<file path="src/rtl/ftsram_pkg.sv">
`timescale 1ns/1ps
package ftsram_pkg;
    typedef enum logic [1:0] {
        OP_IDLE  = 2'd0,
        OP_READ  = 2'd1,
        OP_WRITE = 2'd2
    } op_e;
endpackage

</file>
<file path="src/rtl/ftsram_burst.sv">
`timescale 1ns/1ps
module ftsram_burst #(
    parameter int AW = 4
) (
    input  logic          clk,
    input  logic          rst_n,
    input  logic          en,
    input  logic          load,
    input  logic          step,
    input  logic          ilv_in,
    input  logic [AW-1:0] load_addr,
    output logic [AW-1:0] cur_addr
);
    localparam int CW = 2;

    typedef struct packed {
        logic [AW-1:0] base;
        logic [CW-1:0] cnt;
        logic          ilv;
    } burst_st_t;

    burst_st_t st_d, st_q;
    logic [CW-1:0] low;

    always_comb begin
        st_d = st_q;
        if (en) begin
            if (load) begin
                st_d.base = load_addr;
                st_d.cnt  = '0;
                st_d.ilv  = ilv_in;
            end else if (step) begin
                st_d.cnt = st_q.cnt + CW'(1);
            end
        end
    end

    always_comb begin
        if (st_q.ilv) low = st_q.base[CW-1:0] ^ st_q.cnt;
        else          low = st_q.base[CW-1:0] + st_q.cnt;
        cur_addr = {st_q.base[AW-1:CW], low};
    end

    always_ff @(posedge clk or negedge rst_n) begin
        if (!rst_n) st_q <= '0;
        else        st_q <= st_d;
    end

    AST_BURST_UPPER_FIXED: assert property (@(posedge clk) disable iff (!rst_n)
        (en && step && !load) |=> (cur_addr[AW-1:CW] == $past(cur_addr[AW-1:CW])));
endmodule

</file>
<file path="src/rtl/ftsram_registry.sv">
`timescale 1ns/1ps
module ftsram_registry #(
    parameter int AW    = 4,
    parameter int LANES = 2,
    parameter int LW    = 9
) (
    input  logic                clk,
    input  logic                rst_n,
    input  logic                en,
    input  logic                capture,
    input  logic [AW-1:0]       cap_addr,
    input  logic [LANES-1:0]    cap_mask,
    input  logic [LANES*LW-1:0] cap_data,
    input  logic [AW-1:0]       lk_addr,
    input  logic [LANES*LW-1:0] lk_word,
    output logic [LANES*LW-1:0] lk_merged,
    output logic                pend_valid,
    output logic [AW-1:0]       pend_addr,
    output logic [LANES-1:0]    pend_mask,
    output logic [LANES*LW-1:0] pend_data
);
    localparam int DW = LANES * LW;

    typedef struct packed {
        logic             valid;
        logic [AW-1:0]    addr;
        logic [LANES-1:0] mask;
        logic [DW-1:0]    data;
    } reg_st_t;

    reg_st_t st_d, st_q;
    logic    hit;

    always_comb begin
        st_d = st_q;
        if (en) begin
            st_d.valid = capture;
            if (capture) begin
                st_d.addr = cap_addr;
                st_d.mask = cap_mask;
                st_d.data = cap_data;
            end
        end
    end

    always_ff @(posedge clk or negedge rst_n) begin
        if (!rst_n) st_q <= '0;
        else        st_q <= st_d;
    end

    assign hit = st_q.valid && (st_q.addr == lk_addr);

    for (genvar l = 0; l < LANES; l++) begin : g_lane
        assign lk_merged[l*LW +: LW] = (hit && st_q.mask[l]) ? st_q.data[l*LW +: LW]
                                                             : lk_word[l*LW +: LW];
    end

    assign pend_valid = st_q.valid;
    assign pend_addr  = st_q.addr;
    assign pend_mask  = st_q.mask;
    assign pend_data  = st_q.data;

    AST_REG_CAPTURES: assert property (@(posedge clk) disable iff (!rst_n)
        (en && capture) |=> (pend_valid && pend_addr == $past(cap_addr)));
    AST_REG_STALL_HOLD: assert property (@(posedge clk) disable iff (!rst_n)
        !en |=> $stable(st_q));
endmodule

</file>
<file path="src/rtl/ftsram_array.sv">
`timescale 1ns/1ps
module ftsram_array #(
    parameter int AW    = 4,
    parameter int LANES = 2,
    parameter int LW    = 9
) (
    input  logic                clk,
    input  logic                rst_n,
    input  logic                we,
    input  logic [AW-1:0]       waddr,
    input  logic [LANES-1:0]    wmask,
    input  logic [LANES*LW-1:0] wdata,
    input  logic [AW-1:0]       raddr,
    output logic [LANES*LW-1:0] rdata
);
    localparam int DEPTH = 1 << AW;
    localparam int DW    = LANES * LW;

    logic [DW-1:0] mem_d [DEPTH];
    logic [DW-1:0] mem_q [DEPTH];

    always_comb begin
        mem_d = mem_q;
        if (we) begin
            for (int l = 0; l < LANES; l++) begin
                if (wmask[l]) mem_d[waddr][l*LW +: LW] = wdata[l*LW +: LW];
            end
        end
    end

    always_ff @(posedge clk or negedge rst_n) begin
        if (!rst_n) begin
            for (int i = 0; i < DEPTH; i++) mem_q[i] <= '0;
        end else begin
            mem_q <= mem_d;
        end
    end

    assign rdata = mem_q[raddr];
endmodule

</file>
<file path="src/rtl/ftsram_ctrl.sv">
`timescale 1ns/1ps
module ftsram_ctrl #(
    parameter int AW    = 4,
    parameter int LANES = 2,
    parameter int LW    = 9
) (
    input  logic                clk,
    input  logic                rst_n,
    input  logic                clk_en_n,
    input  logic                cs_a_n,
    input  logic                cs_b,
    input  logic                cs_c_n,
    input  logic                adv_ld,
    input  logic                wr_n,
    input  logic                burst_ilv,
    input  logic [AW-1:0]       addr,
    input  logic [LANES-1:0]    byte_wr_n,
    input  logic [LANES*LW-1:0] wdata,
    input  logic                oe_n,
    output logic [LANES*LW-1:0] rdata,
    output logic                rdata_oe
);
    import ftsram_pkg::*;
    localparam int DW = LANES * LW;

    typedef struct packed {
        op_e              op;
        logic [LANES-1:0] mask;
    } ctl_st_t;

    ctl_st_t st_d, st_q;
    logic    en, sel, load, step;

    logic [AW-1:0]    cur_addr;
    logic [DW-1:0]    arr_word, merged;
    logic             pend_valid;
    logic [AW-1:0]    pend_addr;
    logic [LANES-1:0] pend_mask;
    logic [DW-1:0]    pend_data;

    always_comb begin
        en   = !clk_en_n;
        sel  = !cs_a_n && cs_b && !cs_c_n;
        st_d = st_q;
        load = 1'b0;
        step = 1'b0;
        if (en) begin
            if (!adv_ld) begin
                load = sel;
                if (!sel)      st_d.op = OP_IDLE;
                else if (wr_n) st_d.op = OP_READ;
                else           st_d.op = OP_WRITE;
                st_d.mask = (sel && !wr_n) ? ~byte_wr_n : '0;
            end else if (st_q.op != OP_IDLE) begin
                step      = 1'b1;
                st_d.mask = (st_q.op == OP_WRITE) ? ~byte_wr_n : '0;
            end
        end
    end

    always_ff @(posedge clk or negedge rst_n) begin
        if (!rst_n) st_q <= '{op: OP_IDLE, mask: '0};
        else        st_q <= st_d;
    end

    ftsram_burst #(.AW(AW)) u_burst (
        .clk      (clk),
        .rst_n    (rst_n),
        .en       (en),
        .load     (load),
        .step     (step),
        .ilv_in   (burst_ilv),
        .load_addr(addr),
        .cur_addr (cur_addr)
    );

    ftsram_registry #(.AW(AW), .LANES(LANES), .LW(LW)) u_registry (
        .clk       (clk),
        .rst_n     (rst_n),
        .en        (en),
        .capture   (st_q.op == OP_WRITE),
        .cap_addr  (cur_addr),
        .cap_mask  (st_q.mask),
        .cap_data  (wdata),
        .lk_addr   (cur_addr),
        .lk_word   (arr_word),
        .lk_merged (merged),
        .pend_valid(pend_valid),
        .pend_addr (pend_addr),
        .pend_mask (pend_mask),
        .pend_data (pend_data)
    );

    ftsram_array #(.AW(AW), .LANES(LANES), .LW(LW)) u_array (
        .clk  (clk),
        .rst_n(rst_n),
        .we   (en && pend_valid),
        .waddr(pend_addr),
        .wmask(pend_mask),
        .wdata(pend_data),
        .raddr(cur_addr),
        .rdata(arr_word)
    );

    assign rdata_oe = (st_q.op == OP_READ) && !oe_n;
    assign rdata    = rdata_oe ? merged : '0;

    AST_STALL_HOLD: assert property (@(posedge clk) disable iff (!rst_n)
        clk_en_n |=> ($stable(st_q) && $stable(cur_addr)));
    AST_DESELECT_QUIET: assert property (@(posedge clk) disable iff (!rst_n)
        (!clk_en_n && !adv_ld && !(!cs_a_n && cs_b && !cs_c_n)) |=> !rdata_oe);
    AST_READ_LEAVES_NO_PENDING: assert property (@(posedge clk) disable iff (!rst_n)
        (!clk_en_n && st_q.op != OP_WRITE) |=> !pend_valid);
    AST_READ_STARTS_NEXT: assert property (@(posedge clk) disable iff (!rst_n)
        (!clk_en_n && !adv_ld && !cs_a_n && cs_b && !cs_c_n && wr_n) |=> (st_q.op == OP_READ));
endmodule

</file>
<file path="config.mk">
export PLATFORM = sky130hd
export DESIGN_NAME = ftsram_ctrl
export DESIGN_NICKNAME = d
export VERILOG_FILES = /design/src/rtl/ftsram_pkg.sv /design/src/rtl/ftsram_burst.sv /design/src/rtl/ftsram_registry.sv /design/src/rtl/ftsram_array.sv /design/src/rtl/ftsram_ctrl.sv
export SDC_FILE = /design/constraint.sdc
export NUM_CORES = 1
export LEC_CHECK = 0
export ABC_CLOCK_PERIOD_IN_PS = 3280
export BUFFER_PORTS_ARGS = -buffer_cell sky130_fd_sc_hd__buf_4
export CORE_AREA = 2 2 174 176
export DETAILED_ROUTE_END_ITERATION = 10
export DIE_AREA = 0 0 176 178
export PLACE_DENSITY = 0.68
export SLEW_MARGIN = 20
export SYNTH_ARGS = -nofsm -noshare
export SYNTH_HDL_FRONTEND = slang
export SYNTH_SLANG_ARGS = --single-unit
</file>
<file path="constraint.sdc">
create_clock -name clk -period 3.28 [get_ports clk]
set_input_delay 0.656 -clock clk [delete_from_list [all_inputs] [get_ports clk]]
set_output_delay 0.656 -clock clk [all_outputs]
set_load 0.005 [all_outputs]
</file>
==> results.md, run 1 <==
- Critical path class: reg -> out
- GPL Wtd Cong: 0.905
- Vias: approximately 9800
- # rows: 63
- Root Driver: clkbuf_16
- R2R Setup Slk: between 0.9 and 1 ns
- Worst path buffer plus inverter count: 2
- Worst path cell trace: xnor2_2 -> buf_6 -> xnor3_2 -> or2_4 -> or3_4 -> o32ai_4 -> buf_4
- Tot GR Track Use: 0.245
- Avg Inst Size Synth: between 10 and 15 um^2
- Fin util: 0.608
- Die ar.: about 31000 um^2
- Share of cells above drive strength 1: 0.389
- Min setup slack post-route: -0.00213 ns
- Antenna Cells: 0
- Post-synth ARST share: 1.00
- Core ar.: slightly below 30000 um^2
- Routed wire length: ~38000 um
- Pin count of the biggest net entering global routing: between 70 and 80
- Tmin final: about 3.3 ns
- Max_slew headroom: 0.487
- Post-synth top area share: 0.539
- Initial core utilization: 0.512
- CTS H-Tree Depth: 2
- Slowest CP cell: or3_4
- Pins Over Slew Limit: 0
- Worst-margin pin slew: just under 0.8 ns
- # port buffers: 52
- Unrepaired setup endpoints after global routing: yes
- Status: complete, but fails checks
- Grt total ovfl: 0
- Failing checks: setup timing
- Worst path required time: 2.62 ns
- Power Dens Cells: between 600 and 700 nW/um^2
- Leak pwr: approximately 8.6 nW
- CP Max Fanout: 5
- Clock skew: 0.00919 ns
- Leading area contributor after synthesis: dfrtp_1
- Seq/Total Area, Yosys: 0.539
- Avg WL per Cell: ~23 um
- DIE WIDTH: approximately 180 um
- NumNets Final: between 1000 and 1500
- Vias in the first global route: roughly 10000
- Post-synth EDFFs: 0
- Synth top area cells: dfrtp_1 (54%), mux2_2 (20%), mux2i_1 (12%)
- Most frequent cells in the layout: dfrtp_1 (322), mux2_2 (262), mux2i_1 (171)
- Clock buffer depth: 3
- Initial drt markers: slightly above 600
- FF+latch count, synth: roughly 320
- First-pass GRT wire length: ~60000 um
- Crit end category: primary output
- Cell count of the worst reg-to-reg path: 5
- Maximum capacitance violations: 0
- Crit start category: register
- Main synth FF type: dfrtp_1
- Hold-fix buffers at CTS: 0
- DP Worst Slack: roughly 0.13 ns
- Yosys cell types: 43
- TritonCTS buffer count: 36
- CP arrival: approximately 2.6 ns
- Fin crit share: 1.00
- Antenna-violating nets left: 0
- Post-Syn Area: between 15000 and 20000 um^2
- CP top delay family: simple AND/OR/NAND/NOR gates
- Syn nets: 1218
- Commonest non-fill, non-tap cell in the layout: dfrtp_1
- DRC Markers: 0
- Avg Vias per Cell: 5.87
- Clock transition at path regs: about 0.06 ns
- Clock tree sinks: ~320
- Final Hold Fails: 0
- Area grow syn2layout: 18.7%
- Die height: about 180 um
- Initial antenna violation count: 0
- DRT Pass-1 Iters: 5
- Num ports: between 50 and 60
- Syn. warnings: 0
- Placed wire-length estimate: roughly 24000 um
- Worst Hold Class: in -> async
- Slowest stage delay, CP: 0.42 ns
- CTS tree: done
- Syn Inst Count: 1183
- Maximum vdd drop: between 0.0005 and 0.0006 V
- Reg-to-Reg Start: u_registry.pend_valid
- Setup-failing EPs final: 1
- Reg-to-Reg End: u_array.mem_q[11]
- Max Fclk: between 0.3 and 0.4 GHz
- Worst skew pair latency: 0.51 ns
[through the flow]
stage | TNS [ns] | hold WS, ns | power [mW] | cells | instance area, um^2
2_1_floorplan | 0 | 0.360 | 6.26 | 1183 | 15000
3_3_place_gp | 0 | 0.461 | 7.38 | 1584 | 16000
3_5_place_dp | 0 | 0.470 | 7.38 | 1584 | 16000
4_1_cts | -0.234 | 0.147 | 11.7 | 1656 | 17400
5_1_grt | -0.451 | 0.160 | 12.6 | 1669 | 17900
6_report | -0.00213 | 0.113 | 12.2 | 1669 | 17900
[cell type report]
cell class / instances / area, um^2
Clock buffer: 53 / 1080
Clock inverter: 10 / 106
Fill cell: 2255 / 11500
Inverter: 15 / 56.3
Multi-Input combinational cell: 772 / 6960
Sequential cell: 324 / 8110
Tap cell: 390 / 488
Timing Repair Buffer: 105 / 1070
[state kept, by name, indices dropped and copies added (netlist names)]
signal and cells:
u_registry.pend_addr 4, u_registry.pend_mask 2, u_registry.pend_data 18, st_q 4, u_registry.pend_valid 1, u_array.mem_q 288, u_burst.cur_addr 2, u_burst.st_q 5
[layer usage]
metal / track usage / share of wire / vias up
met2: 0.413 / 0.49 / 274
met1: 0.331 / 0.43 / 5051
met3: 0.0399 / 0.057 / 69
li1: - / - / 4408
met4: 0.0671 / 0.022 / 0
met5: 0 / 0 / -
[kinds of logic after synthesis]
kind of cell / synth area share
mux: 0.316
flops: 0.539
simple gates: 0.0530
compound gates: 0.0607
buf+inv: 0.0248
xor+xnor: 0.00541
fa+ha+maj: 0.000831
[worst max path at each step]
stage / start / end / slack [ns] / cells after the start
after floorplan: u_burst.st_q[1] / rdata[15] / 0.58 / 8
after global placement: u_burst.st_q[1] / rdata[16] / 0.24 / 7
after detailed placement: u_burst.st_q[1] / rdata[16] / 0.13 / 7
after CTS: u_burst.st_q[1] / rdata[9] / -0.04 / 9
after global routing: u_burst.st_q[3] / rdata[4] / -0.08 / 9
final: u_burst.st_q[2] / rdata[16] / -0.002 / 7
[power by group]
| group | switching, mW | internal [mW] |
|---|---|---|
| Combinational | 1.98 | 1.55 |
| Sequential | 0.531 | 4.15 |
| Clock | 1.59 | 2.43 |
| Total | 4.10 | 8.12 |
[cell usage after synthesis (all sizes together) (2+ instances only)]
master  number
nor2        26
nand3        8
or3          2
nand2      101
or2          3
nor3b        2
o22ai       20
o21ai       77
nor3         4
o32ai        9
buf         31
nor4         2
mux2i      181
nor2b        6
a22oi        8
and3        12
a21oi       11
a221oi      18
a31oi        2
inv         15
xnor2        4
mux2       262
dfrtp      324
clkbuf      42
nand2b       3
[what timing repair did]
item / in CTS / in global routing
pin swaps: 4 / 10
resized for setup: 32 / 52
endpoints found under the setup margin: 18 / 18
gates cloned: 3 / 4
setup buffers: 6 / 9
[worst reg2reg max path, stage by stage, from the launching register on]
cell and delay, ns:
dfrtp_1 0.39, nand2_1 0.24, nor2_1 0.32, nand3_1 0.29, nor2_2 0.58, mux2_2 0.41
(Power assumes the default switching activity.)
==> inputs of run 2 (changes only) <==
PLACE_DENSITY = 0.7   (was 0.68)
==> results.md, run 2 (synthesis gave the netlist of run 1 again) <==
- Worst path most repeated cell: buf_12
- Final Hold Fails: 0 (unchanged)
- Min setup slack post-route: -0.0495 ns (-0.0473 ns)
- Clock buffer depth: 3 (unchanged)
- Worst Hold Class: in -> async
- Avg Vias per Cell: 5.86 (-0.19%)
- Most frequent cells in the layout: dfrtp_1 (321), mux2_2 (262), mux2i_1 (169)
- Slowest CP cell: dfrtp_2
- Worst setup path endpoint: rdata[9]
- NumNets Final: 1292 (+0.23%)
- Reg-to-Reg End: u_array.mem_q[52]
- Crit end category: primary output
- Hold-fix buffers at CTS: 0 (unchanged)
- Core ar.: 29400 um^2 (unchanged)
- Initial antenna violation count: 0 (unchanged)
- CTS tree: done
- CP arrival: 2.67 ns (+0.04 ns)
- Reg-to-Reg Start: u_registry.pend_valid
- Grt total ovfl: 0 (unchanged)
- Antenna Cells: 0 (unchanged)
- Tot GR Track Use: 0.240 (-0.00519)
- Num ports: 53 (unchanged)
- Pin count of the biggest net entering global routing: 96 (+26%)
- Power Dens Cells: 675 nW/um^2 (-1.4%)
- Pins Over Slew Limit: 0 (unchanged)
- Leak pwr: 8.67 nW (+0.62%)
- Routed wire length: 37300 um (-1.7%)
- DRT Pass-1 Iters: 5 (unchanged)
- Worst-margin pin slew: 0.790 ns (+0.0207 ns)
- DRC Markers: 0 (unchanged)
- CP top delay family: buffers and inverters
- Tmin final: 3.33 ns (+0.0473 ns)
- Status: complete, but fails checks
- Cell count of the worst reg-to-reg path: 5 (unchanged)
- Fillcell total: 2301 (+2.0%)
- Worst path buffer plus inverter count: 3 (+1)
- Overall power: 12.2 mW (-0.46%)
- DP Worst Slack: 0.164 ns (+0.0364 ns)
- Share of cells above drive strength 1: 0.393 (+0.00438)
- Die height: 178 um (unchanged)
- Die ar.: 31300 um^2 (unchanged)
- Unrepaired setup endpoints after global routing: yes
- CTS H-Tree Depth: 2 (unchanged)
- Clock transition at path regs: 0.06 ns (about the same)
- Slowest stage delay, CP: 0.44 ns (+0.02 ns)
- Setup crit start: u_burst.st_q[2]
- Max Fclk: 0.300 GHz (-1.4%)
- Area grow syn2layout: 19.8%
- Worst path cell trace: xnor2_4 -> buf_12 -> xor2_4 -> buf_12 -> mux2i_2 -> o22ai_1 -> o32ai_4 -> buf_4
- Failing checks: setup timing
- Maximum capacitance violations: 0 (unchanged)
- DIE WIDTH: 176 um (unchanged)
- # rows: 63 (unchanged)
- CP Max Fanout: 14 (+9)
- GPL Wtd Cong: 0.865 (-4.4%)
- Initial core utilization: 0.512 (unchanged)
- Root Driver: clkbuf_16
- Antenna-violating nets left: 0 (unchanged)
- Maximum vdd drop: 0.000637 V (+26%)
- Fin area: 18000 um^2 (+0.90%)
- Commonest non-fill, non-tap cell in the layout: dfrtp_1
- Placed inst area: 16100 um^2 (+0.48%)
- Critical path class: reg -> out
- R2R Setup Slk: 0.89 ns (-0.05 ns)
- Clock tree sinks: 324 (unchanged)
- Fin crit share: 1.02 (+0.0144)
- Worst path required time: 2.62 ns (about the same)
- Vias: 9789 (-0.13%)
- Crit start category: register
- # port buffers: 52 (unchanged)
- Avg WL per Cell: 22.3 um (-1.8%)
- Max_slew headroom: 0.473 (-0.0138)
- TritonCTS buffer count: 36 (unchanged)
- Largest register by flop count: u_array.mem_q
- Stages on worst setup path: 8 (+1)
- First-pass GRT wire length: 57700 um (-1.9%)
- Clock skew: 0.0122 ns (+0.00304 ns)
- Placed wire-length estimate: 22800 um (-4.0%)
- Vias in the first global route: 10100 (+0.93%)
- Worst skew pair latency: 0.52 ns (about the same)
- Initial drt markers: 671 (+8.9%)
- Max FFs per register: 288 (unchanged)
- Setup-failing EPs final: 7 (+6)
==> run 2: cell count changes in the layout (fill, tap and decap cells not counted), moves of 3 or more <==
cell | before | now
a221oi_2 | 6 | 9
a21oi_2 | 4 | 0
clkinv_2 | 6 | 2
buf_12 | 10 | 13
o32ai_4 | 1 | 5
a221oi_4 | 6 | 1
o21ai_0 | 65 | 62
a21oi_1 | 7 | 11
o32ai_2 | 7 | 4
==> run 2: worst min path at each step <==
stage	slack, ns	end	cells past startpoint
6_report	0.15	u_array.mem_q[264]	1
5_1_grt	0.21	u_array.mem_q[263]	1
4_1_cts	0.18	u_array.mem_q[263]	1
3_5_place_dp	0.47	u_array.mem_q[283]	2
3_3_place_gp	0.46	u_array.mem_q[263]	2
2_1_floorplan	0.36	st_q[0]	0
==> run 2: metrics by stage <==
stage	hold slack [ns]	util	setup TNS, ns	cells
floorplan	0.360	-	0	1183
global placement	0.461	0.547	0	1591
detailed placement	0.469	0.547	0	1591
CTS	0.183	0.602	-0.715	1660
global route	0.210	0.613	-1.27	1670
finish	0.146	0.613	-0.251	1670
==> run 2: cell type report <==
class	count	area [um^2]	area share
Clock buffer	52	1080	0.0600
Tap cell	390	488	0.0271
Sequential cell	324	8110	0.450
Inverter	15	56.3	0.00312
Timing Repair Buffer	108	1130	0.0627
Clock inverter	9	156	0.00868
Multi-Input combinational cell	772	7000	0.388
==> run 2: power breakdown <==
group,internal (mW),switching (mW)
Clock,2.60,1.61
Combinational,1.50,1.84
Sequential,4.15,0.461
==> run 2: what timing repair did <==
item,4_1_cts,5_1_grt
cloned,3,5
buffers inserted,6,6
pin swaps,13,18
gates resized for setup,50,45
endpoints found under the setup margin,18,18
==> run 2: worst reg2reg max path, cell delays in order (launching register included) <==
cell     delay (ns)
dfrtp_1        0.38
nand2_1        0.26
nor2_1         0.35
nand3_1        0.31
nor2_2         0.56
mux2_2         0.41
==> run 2: metal layers <==
layer / track usage / vias to the layer above / wire, um / part of all wire
met5: 0 / - / 0 / 0
met4: 0.0795 / 0 / 1150 / 0.031
met3: 0.0460 / 77 / 1800 / 0.048
met2: 0.407 / 233 / 18600 / 0.50
met1: 0.311 / 5070 / 15700 / 0.42
li1: - / 4409 / - / -
==> inputs of run 3 (changes only) <==
CORE_AREA = 2 2 173 175   (was 2 2 174 176)
DIE_AREA = 0 0 175 177   (was 0 0 176 178)
SKIP_CTS_REPAIR_TIMING = 1   (was unset)
SYNTH_HIERARCHICAL = 1   (was unset)
==> results.md, run 3 <==
- Avg Vias per Cell: 5.93 (+1.1%)
- Placed inst area: 16100 um^2 (-0.15%)
- Seq/Total Area, Yosys: 0.543 (+0.00384)
- Synth top area cells: dfrtp_1 (54%), mux2_2 (24%), mux4_2 (11%)
- Max Fclk: 0.271 GHz (-9.8%)
- Synth Area in XOR/XNOR: 0.00176 (-0.00365)
- CTS H-Tree Depth: 2 (unchanged)
- Maximum vdd drop: 0.000461 V (-28%)
- Status: complete, but fails checks
- CTS tree: done
- # rows: 63 (unchanged)
- Root Driver: clkbuf_16
- Leading area contributor after synthesis: dfrtp_1
- Vias in the first global route: 9007 (-11%)
- Clock skew: 0.0122 ns (-0.0000203 ns)
- Met2 GRT Util: 0.339 (-0.0687)
- Pins Over Slew Limit: 0 (unchanged)
- Min setup slack post-route: -0.413 ns (-0.364 ns)
- Fin crit share: 1.13 (+0.111)
- Worst Hold Class: in -> async
- Syn nets: 998 (-18%)
- Worst path required time: 2.62 ns (about the same)
- Maximum capacitance violations: 0 (unchanged)
- Multiplexer area fraction after synthesis: 0.363 (+0.0461)
- Syn Inst Count: 963 (-19%)
- Fin util: 0.608 (-0.00517)
- CP arrival: 3.04 ns (+0.37 ns)
- NumNets Final: 1098 (-15%)
- Leak pwr: 8.64 nW (-0.36%)
- Crit end category: primary output
- Gr busiest metal: met2
- Commonest non-fill, non-tap cell in the layout: dfrtp_1
- DP Worst Slack: 0.0572 ns (-0.107 ns)
- Worst skew pair latency: 0.51 ns (about the same)
- # port buffers: 52 (unchanged)
- Fraction of the mapped netlist area in simple logic gates: 0.0448 (-0.00816)
- Grt total ovfl: 0 (unchanged)
- DRC Markers: 0 (unchanged)
- Unrepaired setup endpoints after global routing: yes
- Post-synth top area share: 0.543 (+0.00384)
- Yosys cell types: 45 (+4.7%)
- Avg WL per Cell: 23.5 um (+5.2%)
- Largest family of logic cells by synthesized area: multiplexers
- Worst-margin pin slew: 0.694 ns (-0.0960 ns)
- DIE WIDTH: 175 um (-0.57%)
- Placed wire-length estimate: 21400 um (-6.3%)
- CP Max Fanout: 10 (-4)
- Setup-failing EPs final: 18 (+11)
- Final Hold Fails: 0 (unchanged)
- Area grow syn2layout: 19.0%
- Post-synth EDFFs: 0 (unchanged)
- Clock tree sinks: 324 (unchanged)
- Num ports: 53 (unchanged)
- Post-Syn Area: 14900 um^2 (-0.71%)
- Tot GR Track Use: 0.222 (-0.0175)
- Max_slew headroom: 0.537 (+0.0640)
- Initial antenna violation count: 0 (unchanged)
- GPL Wtd Cong: 0.763 (-12%)
- Die height: 177 um (-0.56%)
- Max FFs per register: 288 (unchanged)
- Power Dens Cells: 587 nW/um^2 (-13%)
- DRT Pass-1 Iters: 4 (-1)
- Vias: 8746 (-11%)
- Post-synth ARST share: 1.00 (unchanged)
- Met1 Use GR: 0.338 (+0.0271)
- Most frequent cells in the layout: dfrtp_1 (324), mux2_2 (320), buf_4 (94)
- Syn. warnings: 6 (+6)
- Overall power: 10.4 mW (-14%)
- Routed wire length: 34700 um (-7.0%)
- Die ar.: 31000 um^2 (-1.1%)
- Clock transition at path regs: 0.05 ns (about the same)
- Failing checks: setup timing
- Antenna-violating nets left: 0 (unchanged)
- FF+latch count, synth: 324 (unchanged)
- Avg Inst Size Synth: 15.5 um^2 (+22%)
- Largest register by flop count: u_array/mem_q
- TritonCTS buffer count: 35 (-2.8%)
- Share of cells above drive strength 1: 0.594 (+0.201)
- Most common library cells after synthesis: dfrtp_1 (324), mux2_2 (324), mux4_2 (72), a22oi_1 (36), clkbuf_1 (35)
- First-pass GRT wire length: 53100 um (-8.1%)
- R2R Setup Slk: 0.90 ns (about the same)
- Fraction of the mapped netlist area in adder cells: 0.000837 (+0.00000592)
- Tmin final: 3.69 ns (+0.364 ns)
- Main synth FF type: dfrtp_1
- Crit start category: register
- Critical path class: reg -> out
- Initial drt markers: 544 (-19%)
- Synth Area in Compound Gates: 0.0263 (-0.0344)
- Initial core utilization: 0.511 (-0.000878)
- Fin area: 17800 um^2 (-1.4%)
- Clock buffer depth: 3 (unchanged)
- Met3 Use GR: 0.0372 (-0.00888)
- Antenna Cells: 0 (unchanged)
- Pin count of the biggest net entering global routing: 95 (-1.0%)
- Core ar.: 29200 um^2 (-0.54%)
- Final setup TNS: -6.63 ns (-6.38 ns)
run 3: cell count changes in the layout (fill, tap and decap cells not counted), moves of 17 or more:
cell,delta
mux4_2,+72
o21ai_0,-55
o22ai_1,-17
a22oi_2,+28
nand2_1,-76
mux2_2,+58
mux2i_1,-169
run 3: area by class of cell:
type | count | area, um^2
clock buffer | 51 | 1050
clock inverter | 9 | 72.6
fill | 2172 | 11500
inverter | 7 | 26.3
multi-input combinational | 572 | 6760
sequential | 324 | 8110
tap | 390 | 488
timing repair buffer | 123 | 1280
run 3: critical path, stage by stage, from the launching register on:
cell,delay (ns)
dfrtp_1,0.41
ha_4,0.17
nor2b_4,0.13
xnor2_4,0.15
buf_12,0.14
buf_12,0.15
buf_16,0.15
o2111a_2,0.30
nand4_4,0.14
buf_6,0.15
mux2_2,0.37
and2_1,0.14
buf_4,0.13
run 3: path summary, 6_finish.rpt:
kind,startpoint,to,cells after the start
setup / recovery,u_burst/st_q[3],rdata[11],12
min in group clk,byte_wr_n[1],st_q[1],2
hold reg to reg,u_array/mem_q[166],u_array/mem_q[166],1
hold / removal,rst_n,u_array/mem_q[202],1
setup reg to reg,u_registry/pend_valid,u_array/mem_q[251],4
max in group asynchronous,rst_n,u_array/mem_q[54],2
run 3: power breakdown:
group | total [mW] | switching, mW | internal (mW)
clock | 3.84 | 1.55 | 2.29
sequential | 4.64 | 0.483 | 4.15
combinational | 1.95 | 0.970 | 0.980
total | 10.4 | 3.00 | 7.43
run 3: layer usage:
metal  vias up  share of wire
li1       3822              -
met1      4687           0.47
met2       192           0.46
met3        45          0.047
met4         0          0.017
met5         -              0
run 3: through the flow:
step,instances,hold slack [ns]
floorplan,963,0.360
global placement,1392,0.472
detailed placement,1392,0.481
CTS,1452,0.0927
global route,1476,0.106
finish,1476,0.0774
run 3: kinds of logic (layout without fill, tap and decap cells):
| family | Yosys count | in the layout |
|---|---|---|
| AO/OA/AOI/OAI | 53 | 53 |
| XOR/XNOR | 3 | 3 |
| adder cells (fa/ha/maj) | 1 | 1 |
| buffers and inverters | 67 | 190 |
| flip-flops | 324 | 324 |
| multiplexers | 407 | 407 |
| AND/OR/NAND/NOR | 108 | 108 |
